[src/rtl/busterm_pkg.sv]
package busterm_pkg;

   typedef enum logic [2:0] {
      ST_IDLE,
      ST_SAMPLE,
      ST_LATE,
      ST_HOLD,
      ST_REWAIT
   } bt_state_e;

   typedef enum logic [2:0] {
      RS_NONE,
      RS_LATE,
      RS_DONE,
      RS_HALTED,
      RS_TRAP,
      RS_RETRY
   } bt_res_e;

   typedef struct packed {
      logic ack;
      logic berr;
      logic halt;
   } bt_ctl_s;

endpackage

[src/rtl/busterm_decode.sv]
module busterm_decode
   import busterm_pkg::*;
#(
   parameter bit ENH_EN = 1'b1
)(
   input  bt_state_e phase,
   input  bt_ctl_s   ctl,
   input  logic      halt_seen,
   input  logic      mode_enh,
   output bt_res_e   res
);

   logic enh_eff;

   generate
      if (ENH_EN) begin : g_enh
         assign enh_eff = mode_enh;
      end else begin : g_base
         assign enh_eff = 1'b0;
      end
   endgenerate

   always_comb begin
      res = RS_NONE;
      case (phase)
         ST_SAMPLE: begin
            if (ctl.berr)
               res = ctl.halt ? RS_RETRY : RS_TRAP;
            else if (ctl.ack)
               res = RS_LATE;
         end
         ST_LATE: begin
            if (ctl.berr)
               res = enh_eff ? (ctl.halt ? RS_RETRY : RS_TRAP) : RS_DONE;
            else if (halt_seen || ctl.halt)
               res = RS_HALTED;
            else
               res = RS_DONE;
         end
         default: res = RS_NONE;
      endcase
   end

endmodule

[src/rtl/busterm_req_hold.sv]
module busterm_req_hold #(
   parameter int ADDR_W = 24,
   parameter int SIZE_W = 2
)(
   input  logic              clk,
   input  logic              rst_n,
   input  logic              load,
   input  logic [ADDR_W-1:0] in_addr,
   input  logic              in_write,
   input  logic [SIZE_W-1:0] in_size,
   output logic [ADDR_W-1:0] out_addr,
   output logic              out_write,
   output logic [SIZE_W-1:0] out_size
);

   always_ff @(posedge clk or negedge rst_n) begin
      if (!rst_n) begin
         out_addr  <= '0;
         out_write <= 1'b0;
         out_size  <= '0;
      end else if (load) begin
         out_addr  <= in_addr;
         out_write <= in_write;
         out_size  <= in_size;
      end
   end

   assert_hold_stable_R7: assert property (@(posedge clk) disable iff (!rst_n)
      !load |=> $stable(out_addr) && $stable(out_write) && $stable(out_size));

endmodule

[src/rtl/busterm_wait_ctr.sv]
module busterm_wait_ctr #(
   parameter int WAIT_W = 4
)(
   input  logic              clk,
   input  logic              rst_n,
   input  logic              clr,
   input  logic              inc,
   output logic [WAIT_W-1:0] cnt
);

   localparam logic [WAIT_W-1:0] CNT_MAX = {WAIT_W{1'b1}};

   always_ff @(posedge clk or negedge rst_n) begin
      if (!rst_n)
         cnt <= '0;
      else if (clr)
         cnt <= '0;
      else if (inc && cnt != CNT_MAX)
         cnt <= cnt + 1'b1;
   end

   assert_wait_sat_R3: assert property (@(posedge clk) disable iff (!rst_n)
      (!clr && inc && cnt == CNT_MAX) |=> cnt == CNT_MAX);

   assert_wait_step_R3: assert property (@(posedge clk) disable iff (!rst_n)
      (!clr && inc && cnt != CNT_MAX) |=> cnt == $past(cnt) + 1'b1);

endmodule

[src/rtl/busterm_resolver.sv]
module busterm_resolver
   import busterm_pkg::*;
#(
   parameter int ADDR_W = 24,
   parameter int SIZE_W = 2,
   parameter int WAIT_W = 4,
   parameter bit ENH_EN = 1'b1
)(
   input  logic              clk,
   input  logic              rst_n,
   input  logic              mode_enh,
   input  logic              req_valid,
   input  logic [ADDR_W-1:0] req_addr,
   input  logic              req_write,
   input  logic [SIZE_W-1:0] req_size,
   input  logic              xfer_ack,
   input  logic              bus_err,
   input  logic              halt_in,
   output logic              addr_strobe,
   output logic [ADDR_W-1:0] bus_addr,
   output logic              bus_write,
   output logic [SIZE_W-1:0] bus_size,
   output logic              busy,
   output logic              stalled,
   output logic [WAIT_W-1:0] wait_cnt,
   output logic              cyc_done,
   output logic              cyc_halted,
   output logic              cyc_trap,
   output logic              cyc_retry
);

   initial begin
      assert_param_addr: assert (ADDR_W > 0) else $error("ADDR_W must be positive");
      assert_param_size: assert (SIZE_W > 0) else $error("SIZE_W must be positive");
      assert_param_wait: assert (WAIT_W > 0 && WAIT_W <= 16) else $error("WAIT_W out of range");
   end

   bt_state_e state_q;
   bt_res_e   res;
   bt_ctl_s   ctl;
   logic      strobe_q;
   logic      halt_seen_q;
   logic      load_req;
   logic      reissue;
   logic      ctr_clr;
   logic      ctr_inc;
   logic      any_out;

   assign ctl = '{ack: xfer_ack, berr: bus_err, halt: halt_in};

   busterm_decode #(.ENH_EN(ENH_EN)) u_decode (
      .phase     (state_q),
      .ctl       (ctl),
      .halt_seen (halt_seen_q),
      .mode_enh  (mode_enh),
      .res       (res)
   );

   assign load_req = (state_q == ST_IDLE) && req_valid;
   assign reissue  = (state_q == ST_REWAIT) && !halt_in;

   busterm_req_hold #(.ADDR_W(ADDR_W), .SIZE_W(SIZE_W)) u_hold (
      .clk       (clk),
      .rst_n     (rst_n),
      .load      (load_req),
      .in_addr   (req_addr),
      .in_write  (req_write),
      .in_size   (req_size),
      .out_addr  (bus_addr),
      .out_write (bus_write),
      .out_size  (bus_size)
   );

   assign ctr_clr = load_req || reissue;
   assign ctr_inc = (state_q == ST_SAMPLE) && (res == RS_NONE);

   busterm_wait_ctr #(.WAIT_W(WAIT_W)) u_wait (
      .clk   (clk),
      .rst_n (rst_n),
      .clr   (ctr_clr),
      .inc   (ctr_inc),
      .cnt   (wait_cnt)
   );

   always_ff @(posedge clk or negedge rst_n) begin
      if (!rst_n) begin
         state_q     <= ST_IDLE;
         strobe_q    <= 1'b0;
         halt_seen_q <= 1'b0;
         cyc_done    <= 1'b0;
         cyc_halted  <= 1'b0;
         cyc_trap    <= 1'b0;
         cyc_retry   <= 1'b0;
      end else begin
         cyc_done   <= 1'b0;
         cyc_halted <= 1'b0;
         cyc_trap   <= 1'b0;
         cyc_retry  <= 1'b0;
         case (state_q)
            ST_IDLE: begin
               if (req_valid) begin
                  state_q  <= ST_SAMPLE;
                  strobe_q <= 1'b1;
               end
            end
            ST_SAMPLE: begin
               case (res)
                  RS_RETRY: begin
                     cyc_retry <= 1'b1;
                     strobe_q  <= 1'b0;
                     state_q   <= ST_REWAIT;
                  end
                  RS_TRAP: begin
                     cyc_trap <= 1'b1;
                     strobe_q <= 1'b0;
                     state_q  <= ST_IDLE;
                  end
                  RS_LATE: begin
                     halt_seen_q <= halt_in;
                     state_q     <= ST_LATE;
                  end
                  default: ;
               endcase
            end
            ST_LATE: begin
               strobe_q <= 1'b0;
               case (res)
                  RS_RETRY: begin
                     cyc_retry <= 1'b1;
                     state_q   <= ST_REWAIT;
                  end
                  RS_TRAP: begin
                     cyc_trap <= 1'b1;
                     state_q  <= ST_IDLE;
                  end
                  RS_HALTED: begin
                     cyc_halted <= 1'b1;
                     state_q    <= ST_HOLD;
                  end
                  default: begin
                     cyc_done <= 1'b1;
                     state_q  <= ST_IDLE;
                  end
               endcase
            end
            ST_HOLD: begin
               if (!halt_in)
                  state_q <= ST_IDLE;
            end
            ST_REWAIT: begin
               if (!halt_in) begin
                  state_q  <= ST_SAMPLE;
                  strobe_q <= 1'b1;
               end
            end
            default: state_q <= ST_IDLE;
         endcase
      end
   end

   assign addr_strobe = strobe_q;
   assign busy        = strobe_q;
   assign stalled     = (state_q == ST_HOLD) || (state_q == ST_REWAIT);
   assign any_out     = cyc_done | cyc_halted | cyc_trap | cyc_retry;

   assert_outcome_onehot_R10: assert property (@(posedge clk) disable iff (!rst_n)
      $onehot0({cyc_done, cyc_halted, cyc_trap, cyc_retry}));

   assert_outcome_pulse_R10: assert property (@(posedge clk) disable iff (!rst_n)
      any_out |=> !any_out);

   assert_strobe_fall_R10: assert property (@(posedge clk) disable iff (!rst_n)
      $fell(addr_strobe) |-> any_out);

   assert_trap_cause_R6: assert property (@(posedge clk) disable iff (!rst_n)
      (state_q == ST_SAMPLE && bus_err && !halt_in) |=> cyc_trap);

   assert_wait_strobe_R3: assert property (@(posedge clk) disable iff (!rst_n)
      (state_q == ST_SAMPLE && !xfer_ack && !bus_err) |=> addr_strobe && !any_out);

   assert_idle_quiet_R11: assert property (@(posedge clk) disable iff (!rst_n)
      (state_q == ST_IDLE) |=> !any_out);

   assert_stall_addr_R7: assert property (@(posedge clk) disable iff (!rst_n)
      stalled |=> $stable(bus_addr));

endmodule

[config.mk]
export PLATFORM = sky130hd
export DESIGN_NAME = busterm_resolver
export DESIGN_NICKNAME = d
export VERILOG_FILES = /design/src/rtl/busterm_pkg.sv /design/src/rtl/busterm_decode.sv /design/src/rtl/busterm_req_hold.sv /design/src/rtl/busterm_wait_ctr.sv /design/src/rtl/busterm_resolver.sv
export SDC_FILE = /design/constraint.sdc
export NUM_CORES = 1
export LEC_CHECK = 0
export BUFFER_PORTS_ARGS = -buffer_cell sky130_fd_sc_hd__buf_4
export CORE_MARGIN = 10
export CORE_UTILIZATION = 44
export DETAILED_ROUTE_END_ITERATION = 12
export GPL_TIMING_DRIVEN = 1
export HOLD_SLACK_MARGIN = 0.08
export PLACE_DENSITY = 0.81
export SLEW_MARGIN = 20
export SYNTH_ARGS = -nofsm -noshare
export SYNTH_HDL_FRONTEND = slang
export SYNTH_HIERARCHICAL = 1
export SYNTH_SLANG_ARGS = --single-unit
[constraint.sdc]
create_clock -name clk -period 1.9 [get_ports clk]
set_input_delay 0.19 -clock clk [delete_from_list [all_inputs] [get_ports clk]]
set_output_delay 0.19 -clock clk [all_outputs]
set_load 0.05 [all_outputs]
Word level (Yosys, flattened, before mapping) --
Cells that the tools add are included.
Storage, ports and cells: output and inout bits 38, logic and storage cells 71, bits in registers 40, input port bits 34
Operators by class: reduce and logical (&&, ||, !) cells 18, muxes and demuxes 27, add/sub/neg operators 1, equality and inequality tests 14
Operators by type and width (count):
- $mux 3 | 6
- $pmux 3 s5 | 1
- $mux 1 | 14
- $pmux 3 s2 | 2
- $eq 3x2->1 const B | 3
- $eq 3x3->1 const B | 3
- $pmux 3 s3 | 1
- $mux 4 | 2
- $ne 2x2->1 const B | 4
- $reduce_and 4->1 | 2
- $eq 3x1->1 const B | 2
- $logic_not 3->1 | 2
- $add 4x1->4 const B | 1
- $logic_and 1x1->1 | 4
- $ne 4x1->1 const B | 1
- $ne 4x4->1 const B | 1
- $pmux 1 s4 | 1
- $reduce_bool 4->1 | 1
- $reduce_or 2->1 | 2
- $logic_or 1x1->1 | 3
- $reduce_or 3->1 | 1
- $reduce_and 2->1 | 1
- $reduce_bool 2->1 | 1
- $logic_not 1->1 | 1

Longest topological paths before layout --
Gate-level depths: netlist of run 1.
depth in word-level cells 9, gate-level depth with buffers 8, depth with buffers taken out 8

By module --
Netlist of run 1, hierarchy kept.
By module, submodules not included:
- busterm_req_hold | area each 1106.1 um^2, seq. area each 675.6 um^2, times used 1, cells an instance 57
- busterm_resolver | area each 514.2 um^2, seq. area each 225.2 um^2, times used 1, cells an instance 53
- busterm_wait_ctr | area each 229.0 um^2, seq. area each 100.1 um^2, times used 1, cells an instance 20
- busterm_decode | area each 85.1 um^2, seq. area each 0.0 um^2, times used 1, cells an instance 12

Least setup slack after synthesis of run 1 --
No wires, ideal clock.
path kind register to output, from register state_q[1], to output port stalled, arrival time 1.887 ns, buffers on the path 1, path slack -0.177 ns, cell stages (with the launch flop) 4, data required time 1.710 ns, path through dfrtp_1 > clkbuf_1 > nand2_1 > o21ai_0
On the way: word-level cells in the longest chain between the ends 2, elaborated cells on any way between the ends 3, those cells by class eq/ne: 2; reduce/logical: 1
Ends and longest elaborated chain:
- start: declaration | line busterm_resolver.sv:38 | bt_state_e state_q;
- start signal: assignment | line busterm_resolver.sv:87 | state_q <= ST_IDLE;
- start signal: assignment | line busterm_resolver.sv:102 | state_q <= ST_SAMPLE;
- start signal: assignment | line busterm_resolver.sv:111 | state_q <= ST_REWAIT;
- $eq 3x2->1 / $eq 3x3->1 (equally long branches) | line busterm_resolver.sv:163 | assign stalled = (state_q == ST_HOLD) || (state_q == ST_REWAIT);
- $logic_or 1x1->1 (*) | line busterm_resolver.sv:163
- end: declaration | line busterm_resolver.sv:24 | output logic stalled,
Mark *: on every way between the ends. The rest lies on a longest branch, timed or not.

Worst setup path after layout of run 1 --
from register state_q[0], to register u_wait.cnt[0]
On the way: word-level cells in the longest chain between the ends 6, elaborated cells on any way between the ends 13, those cells by class eq/ne: 3; mux: 2; reduce/logical: 8
Ends and longest elaborated chain:
- $eq 3x2->1 / $eq 3x1->1 (equally long branches) | line busterm_decode.sv:25 | case (phase)
- $pmux 3 s2 (*) | line busterm_decode.sv:25
- named net res[1] | line busterm_resolver.sv:39 | bt_res_e res;
- $logic_not 3->1 (*) | line busterm_resolver.sv:75 | assign ctr_inc = (state_q == ST_SAMPLE) && (res == RS_NONE);
- $logic_and 1x1->1 (*) | line busterm_resolver.sv:75
- named net ctr_inc | line busterm_resolver.sv:46 | logic ctr_inc;
- $logic_and 1x1->1 (*) | line busterm_wait_ctr.sv:18 | else if (inc && cnt != CNT_MAX)
- $reduce_bool 2->1 (no line) (*)
- end signal: assignment | line busterm_wait_ctr.sv:19 | cnt <= cnt + 1'b1;
- end: declaration | line busterm_wait_ctr.sv:8 | output logic [WAIT_W-1:0] cnt
Mark *: on every way through the listed nets, which the timed path passes. The rest lies on a longest branch. A chain may end at the register's enable or synchronous reset.

==> reports/metrics.cfg, run 1 <==
[outcome]
status = complete, but fails checks
violations = setup timing

[routing]
drc = 0
drt_iter0_drc = 36
via_per_inst = 5.03
dr.pass1.iters = 5
ant_nets = 0
wl_per_cell_um = 16.9
wl_um = 4760
via_count = 1418

[die]
num_rows = 24
start_util_pct = 45.0
coreArea_mm2 = 0.00429
die_x_um = 86.3
fp.dieH_um = 86.3
pin_count = 72
dieArea_mm2 = 0.00745

[worst_setup_path]
cp_max_fo = 4
crit_path_max_incr_delay_ns = 0.55
critical_path_arrival_ns = 2.10
worstSetupPathType = reg -> reg
r2r_slack_ns = -0.02
cp.buffers_inverters = 0
path_delay_family = simple AND/OR/NAND/NOR gates
critPathRequiredTime_ns = 2.07
crit_chain = nor2_1 > nand2_1 > a21oi_2 > or4b_4 > nor3_4 > nor2b_4 > mux2_4
start_kind = register
endpoint_kind = register
crit_slowest_cell = or4b_4

[cells_and_area]
area_delta_synth_final_pct = 41.7
fin_nets = 264
fill_cells = 324
multi_input_area_um2 = 887
drive_gt1_share_pct = 59.1
antennaDiodeCount = 0
seqCellArea_mm2 = 0.00100

[timing]
period_share_pct = 101
whs_ns = 0.129
drv_slew = 0
fin_crit_ns = 1.92
timing_hold_violations_final = 0
worst_pin_slew_ns = 0.502
rsz0062_at_grt = yes
finalSetupViolCount = 1
slew_headroom_pct = 66.5
setup_ws_ns = -0.0246
fin_skew_ns = 0.00392
fmax_mhz = 520

[clocking]
cts_buffer_depth = 2
cts.clk_slew.worst_paths_ns = 0.08
root_buffer = clkbuf_8
clock-sinks = 40
insertion_delay_ns = 0.29
h-tree-depth = 2
cts_tree = built
cts_buffers = 5

[synthesis]
yosysSeqAreaShare_pct = 51.7
yosysWarnings = 6
ys_top_cells_by_area = dfrtp_1, mux2_4, mux2_2, buf_12, nand2b_1
async_flop_share_pct = 100
ys_ff_latch = 40
syn-instance-count = 142
syn_area_mm2 = 0.00193
synth-edff-count = 0
synth_top_area_share_pct = 51.7
ys_types = 43
yosysTopAreaCell = dfrtp_1
syn_area_per_cell_um2 = 13.6
synthFlopType = dfrtp_1
syn_nets = 177

[grt]
grt-ovfl-total = 0
grt_pass1_wl_um = 7710
grt_start_max_net_pins = 41
first_global_vias = 1484
track_usage_pct = 12.9
antenna_found_initial = 0

[pwr]
pwr_density_cell_mw_per_mm2 = 2110
leakage_nw = 1.33
peakVddDrop_mv = 0.794

[placement]
dp_slack_ns = 0.0117
gp_congestion = 0.780
dp_hpwl_um = 3600
numPortBuffers = 71

[worst_hold_path]
hold_path_class = in -> reg

[run]
cap_violations = 0

==> stage by stage <==
stage | TNS (ns) | power, W | instance area, um2 | std cells | utilization, %
final | -0.0246 | 0.00577 | 2740 | 282 | 63.8
after global routing | -0.223 | 0.00609 | 2740 | 282 | 63.8
after CTS | 0 | 0.00580 | 2730 | 282 | 63.5
after detailed placement | 0 | 0.00507 | 2590 | 271 | 60.3
after global placement | 0 | 0.00501 | 2590 | 271 | 60.3
after floorplan | -0.0464 | 0.00405 | 1950 | 142 | -
==> worst paths after layout <==
| kind | start | end | depth (start not counted) |
|---|---|---|---|
| max | state_q[0]$_DFFE_PN0P_ | u_wait/cnt[0]$_DFFE_PN0P_ | 7 |
| min | req_addr[16] | u_hold/out_addr[16]$_DFFE_PN0P_ | 2 |
| max reg2reg | state_q[0]$_DFFE_PN0P_ | u_wait/cnt[0]$_DFFE_PN0P_ | 7 |
| min reg2reg | u_hold/out_size[1]$_DFFE_PN0P_ | u_hold/out_size[1]$_DFFE_PN0P_ | 1 |
| max in group asynchronous | rst_n | cyc_halted$_DFF_PN0_ | 2 |
| min in group asynchronous | rst_n | u_hold/out_addr[22]$_DFFE_PN0P_ | 2 |
==> Yosys cell counts, types with 2 or more instances <==
| master | n |
|---|---|
| a21oi_1 | 5 |
| nand2_1 | 7 |
| nand2b_1 | 6 |
| dfrtp_1 | 40 |
| nor2b_1 | 4 |
| nor3_1 | 3 |
| nand4_1 | 2 |
| mux2_4 | 22 |
| nor3b_1 | 2 |
| nor2_1 | 5 |
| nand3b_1 | 2 |
| mux2_2 | 9 |
| and2b_1 | 2 |
| o21ai_0 | 3 |
| buf_12 | 2 |
==> cell families (layout without fill, tap and decap cells) <==
logic type	count (synthesis)	count (layout)	synth area share (%)
and+or+nand+nor	45	45	15.4
DFF	40	40	51.7
muxes	32	32	22.8
AOI/OAI and AO/OA	15	15	5.05
buffers and inverters	8	96	3.88
adders and majority gates	1	1	0.647
xor gates and xnor gates	1	1	0.453
==> registers in the layout, indices dropped and copies added, names as in the netlist, 2 cells and up <==
register         flops
state_q              3
u_hold/out_addr     24
u_hold/out_size      2
u_wait/cnt           4
==> metal layers <==
layer  up-vias  track usage [%]  share of wire (%)
met4         0             3.98                1.8
met1       666             16.4                 43
met2        66             19.4                 45
li1        676                -                  -
met5         -                0                  0
met3        10             5.44                 10
==> where the power goes <==
group / switching [W] / total [W] / internal, W / leakage (nW)
Clock: 0.000289 / 0.000677 / 0.000388 / 0.0541
Combinational: 0.00214 / 0.00363 / 0.00149 / 0.791
Sequential: 0.000230 / 0.00146 / 0.00123 / 0.488
==> layout make-up <==
class	instances	share of cell area, %
clock inverters	3	1.55
repair buffers	87	24.5
flip-flops and latches	40	36.5
well taps	52	2.37
multi-input cells	94	32.4
clock buffers	5	2.51
inverters	1	0.137
==> timing repair <==
| action | 4_1_cts | 5_1_grt |
|---|---|---|
| hold buffers | 1 | 0 |
| resized for setup | 0 | 5 |
| setup endpoints to repair | 1 | 4 |
| pin swaps | 0 | 3 |
| setup buffers | 2 | 0 |
| hold endpoints to repair | 40 | 0 |
==> placed cells by master, fill, tap and decap left out, types with 2 or more instances in the layout <==
cell / count
nand3b_1: 2
nor3_1: 2
buf_4: 84
nor3b_1: 2
dfrtp_1: 40
nand2b_1: 6
a21oi_1: 4
mux2_4: 22
nand2_1: 7
o21ai_1: 2
nor2b_1: 4
nand4_1: 2
nor2_1: 5
clkbuf_8: 5
a21oi_2: 2
mux2_2: 9
o21ai_0: 2
(Power assumes the default switching activity.)
==> run 2: changes to the inputs <==
--- a/config.mk
+++ b/config.mk
@@ -11,8 +11,8 @@
 export DETAILED_ROUTE_END_ITERATION = 12
 export GPL_TIMING_DRIVEN = 1
 export HOLD_SLACK_MARGIN = 0.08
+export MAX_ROUTING_LAYER = met4
 export PLACE_DENSITY = 0.81
-export SLEW_MARGIN = 20
 export SYNTH_ARGS = -nofsm -noshare
 export SYNTH_HDL_FRONTEND = slang
 export SYNTH_HIERARCHICAL = 1
==> run 2 against run 1 <==
Compared with the run above: the flow still finishes with violations (setup timing); clock-buffer cell count stayed put; largest cell class unchanged; register-to-register slack about the same; highest routed layer unchanged; worst setup slack got worse by 0.00071 ns; worst hold slack about the same.
==> reports/metrics.cfg, run 2 (synthesis gave the netlist of run 1 again) <==
[outcome]
status = complete, but fails checks
violations = setup timing

[cells_and_area]
final_common_cell = buf_4
top_register = u_hold/out_addr
largestRegisters = u_hold/out_addr x24, u_wait/cnt x4, state_q x3
multi_input_area_um2 = 887  ; unchanged
fill_cells = 324  ; unchanged
largest_reg_flops = 24  ; unchanged
antennaDiodeCount = 0  ; unchanged
area_delta_synth_final_pct = 41.7  ; unchanged
drive_gt1_share_pct = 59.1  ; unchanged
layout_common_cells = buf_4, dfrtp_1, mux2_4
fin_nets = 264  ; unchanged
fin_util_pct = 63.8  ; unchanged
seqCellArea_mm2 = 0.00100  ; unchanged

[worst_setup_path]
path_delay_family = simple AND/OR/NAND/NOR gates
crit_chain = nor2_1 > nand2_1 > a21oi_2 > or4b_4 > nor3_4 > nor2b_4 > mux2_4
critPathRequiredTime_ns = 2.07  ; about the same
start_kind = register
crit_path_max_incr_delay_ns = 0.55  ; about the same
r2r_slack_ns = -0.03  ; about the same
critical_path_arrival_ns = 2.10  ; about the same
worstSetupPathType = reg -> reg
r2r-start = state_q[0]$_DFFE_PN0P_
endpoint_kind = register
r2r_cells = 7  ; unchanged
cp.buffers_inverters = 0  ; unchanged
cp_max_fo = 4  ; unchanged
r2r_end = u_wait/cnt[0]$_DFFE_PN0P_
crit_slowest_cell = or4b_4

[timing]
finalSetupViolCount = 1  ; unchanged
drv_slew = 0  ; unchanged
worst_pin_slew_ns = 0.501  ; -0.00151 ns
fin_crit_ns = 1.93  ; +0.000711 ns
whs_ns = 0.129  ; -0.0000850 ns
timing_hold_violations_final = 0  ; unchanged
rsz0062_at_grt = yes
setup_tns_ns = -0.0253  ; -0.000711 ns
setup_ws_ns = -0.0253  ; -0.000711 ns
slew_headroom_pct = 66.6  ; +0.10 points
fin_skew_ns = 0.00448  ; +0.000566 ns
period_share_pct = 101  ; about the same
fmax_mhz = 519  ; about the same

[die]
fp.dieH_um = 86.3  ; unchanged
dieArea_mm2 = 0.00745  ; unchanged
pin_count = 72  ; unchanged
die_x_um = 86.3  ; unchanged
num_rows = 24  ; unchanged
coreArea_mm2 = 0.00429  ; unchanged
start_util_pct = 45.0  ; unchanged

[clocking]
h-tree-depth = 2  ; unchanged
insertion_delay_ns = 0.29  ; about the same
cts_buffer_depth = 2  ; unchanged
cts.clk_slew.worst_paths_ns = 0.08  ; about the same
clock-sinks = 40  ; unchanged
cts_tree = built
cts_buffers = 5  ; unchanged
root_buffer = clkbuf_8

[placement]
dp_hpwl_um = 3600  ; unchanged
dp_slack_ns = 0.0117  ; unchanged
numPortBuffers = 71  ; unchanged
gp_congestion = 0.790  ; +1.4%

[worst_hold_path]
hold_path_class = in -> reg
hold_end = u_hold/out_addr[18]$_DFFE_PN0P_
hp-start = req_addr[18]
holdPathStages = 2  ; unchanged

[pwr]
peakVddDrop_mv = 0.795  ; about the same
pwr_density_cell_mw_per_mm2 = 2110  ; about the same
leakage_nw = 1.33  ; unchanged
total_power_w = 0.00577  ; about the same

[grt]
grt_pass1_wl_um = 7710  ; unchanged
grt_start_max_net_pins = 41  ; unchanged
antenna_found_initial = 0  ; unchanged
track_usage_pct = 13.2  ; +0.35 points
first_global_vias = 1488  ; +0.27%
grt-ovfl-total = 0  ; unchanged

[routing]
via_per_inst = 5.03  ; about the same
via_count = 1419  ; +0.071%
wl_um = 4760  ; about the same
ant_nets = 0  ; unchanged
wl_per_cell_um = 16.9  ; about the same
drc = 0  ; unchanged
drt_iter0_drc = 36  ; unchanged
dr.pass1.iters = 4  ; -1

[run]
cap_violations = 0  ; unchanged

## run 2: cell counts in the layout (fill, tap and decap cells not counted)
No cell type changed its count.
## run 2: through the flow
| stage | cells | instance area, um2 |
|---|---|---|
| floorplan | 142 | 1950 |
| global placement | 271 | 2590 |
| detailed placement | 271 | 2590 |
| CTS | 282 | 2730 |
| global route | 282 | 2740 |
| finish | 282 | 2740 |
## run 2: cell type report
type                            count  area share (%)
Inverter                            1           0.137
Timing Repair Buffer               87            24.5
Clock buffer                        5            2.51
Tap cell                           52            2.37
Sequential cell                    40            36.5
Multi-Input combinational cell     94            32.4
Clock inverter                      3            1.55
## run 2: worst max path at each step
stage / startpoint / end / depth (start not counted)
finish: state_q[0]$_DFFE_PN0P_ / u_wait/cnt[0]$_DFFE_PN0P_ / 7
global route: state_q[0]$_DFFE_PN0P_ / u_wait/cnt[3]$_DFFE_PN0P_ / 8
CTS: state_q[0]$_DFFE_PN0P_ / u_wait/cnt[0]$_DFFE_PN0P_ / 7
detailed placement: state_q[2]$_DFFE_PN0P_ / u_wait/cnt[0]$_DFFE_PN0P_ / 7
global placement: state_q[2]$_DFFE_PN0P_ / u_wait/cnt[0]$_DFFE_PN0P_ / 7
floorplan: state_q[2]$_DFFE_PN0P_ / u_wait/cnt[0]$_DFFE_PN0P_ / 7
## run 2: power breakdown
| group | switching [W] | internal (W) | leakage, nW |
|---|---|---|---|
| logic | 0.00214 | 0.00149 | 0.791 |
| clock network | 0.000288 | 0.000388 | 0.0541 |
| registers | 0.000229 | 0.00123 | 0.488 |
| total | 0.00265 | 0.00311 | 1.33 |
## run 2: what timing repair did
item                                    in CTS  in global routing
endpoints found under the hold margin       40                  0
resized for setup                            0                  5
endpoints found under the setup margin       1                  4
buffers inserted                             2                  0
hold buffers                                 1                  0
pin swaps                                    0                  3
## run 2: per-layer routing
layer,track usage [%],share of wire [%]
met1,16.7,44
met5,-,0
met2,19.3,44
met3,4.88,9.5
met4,3.98,1.9
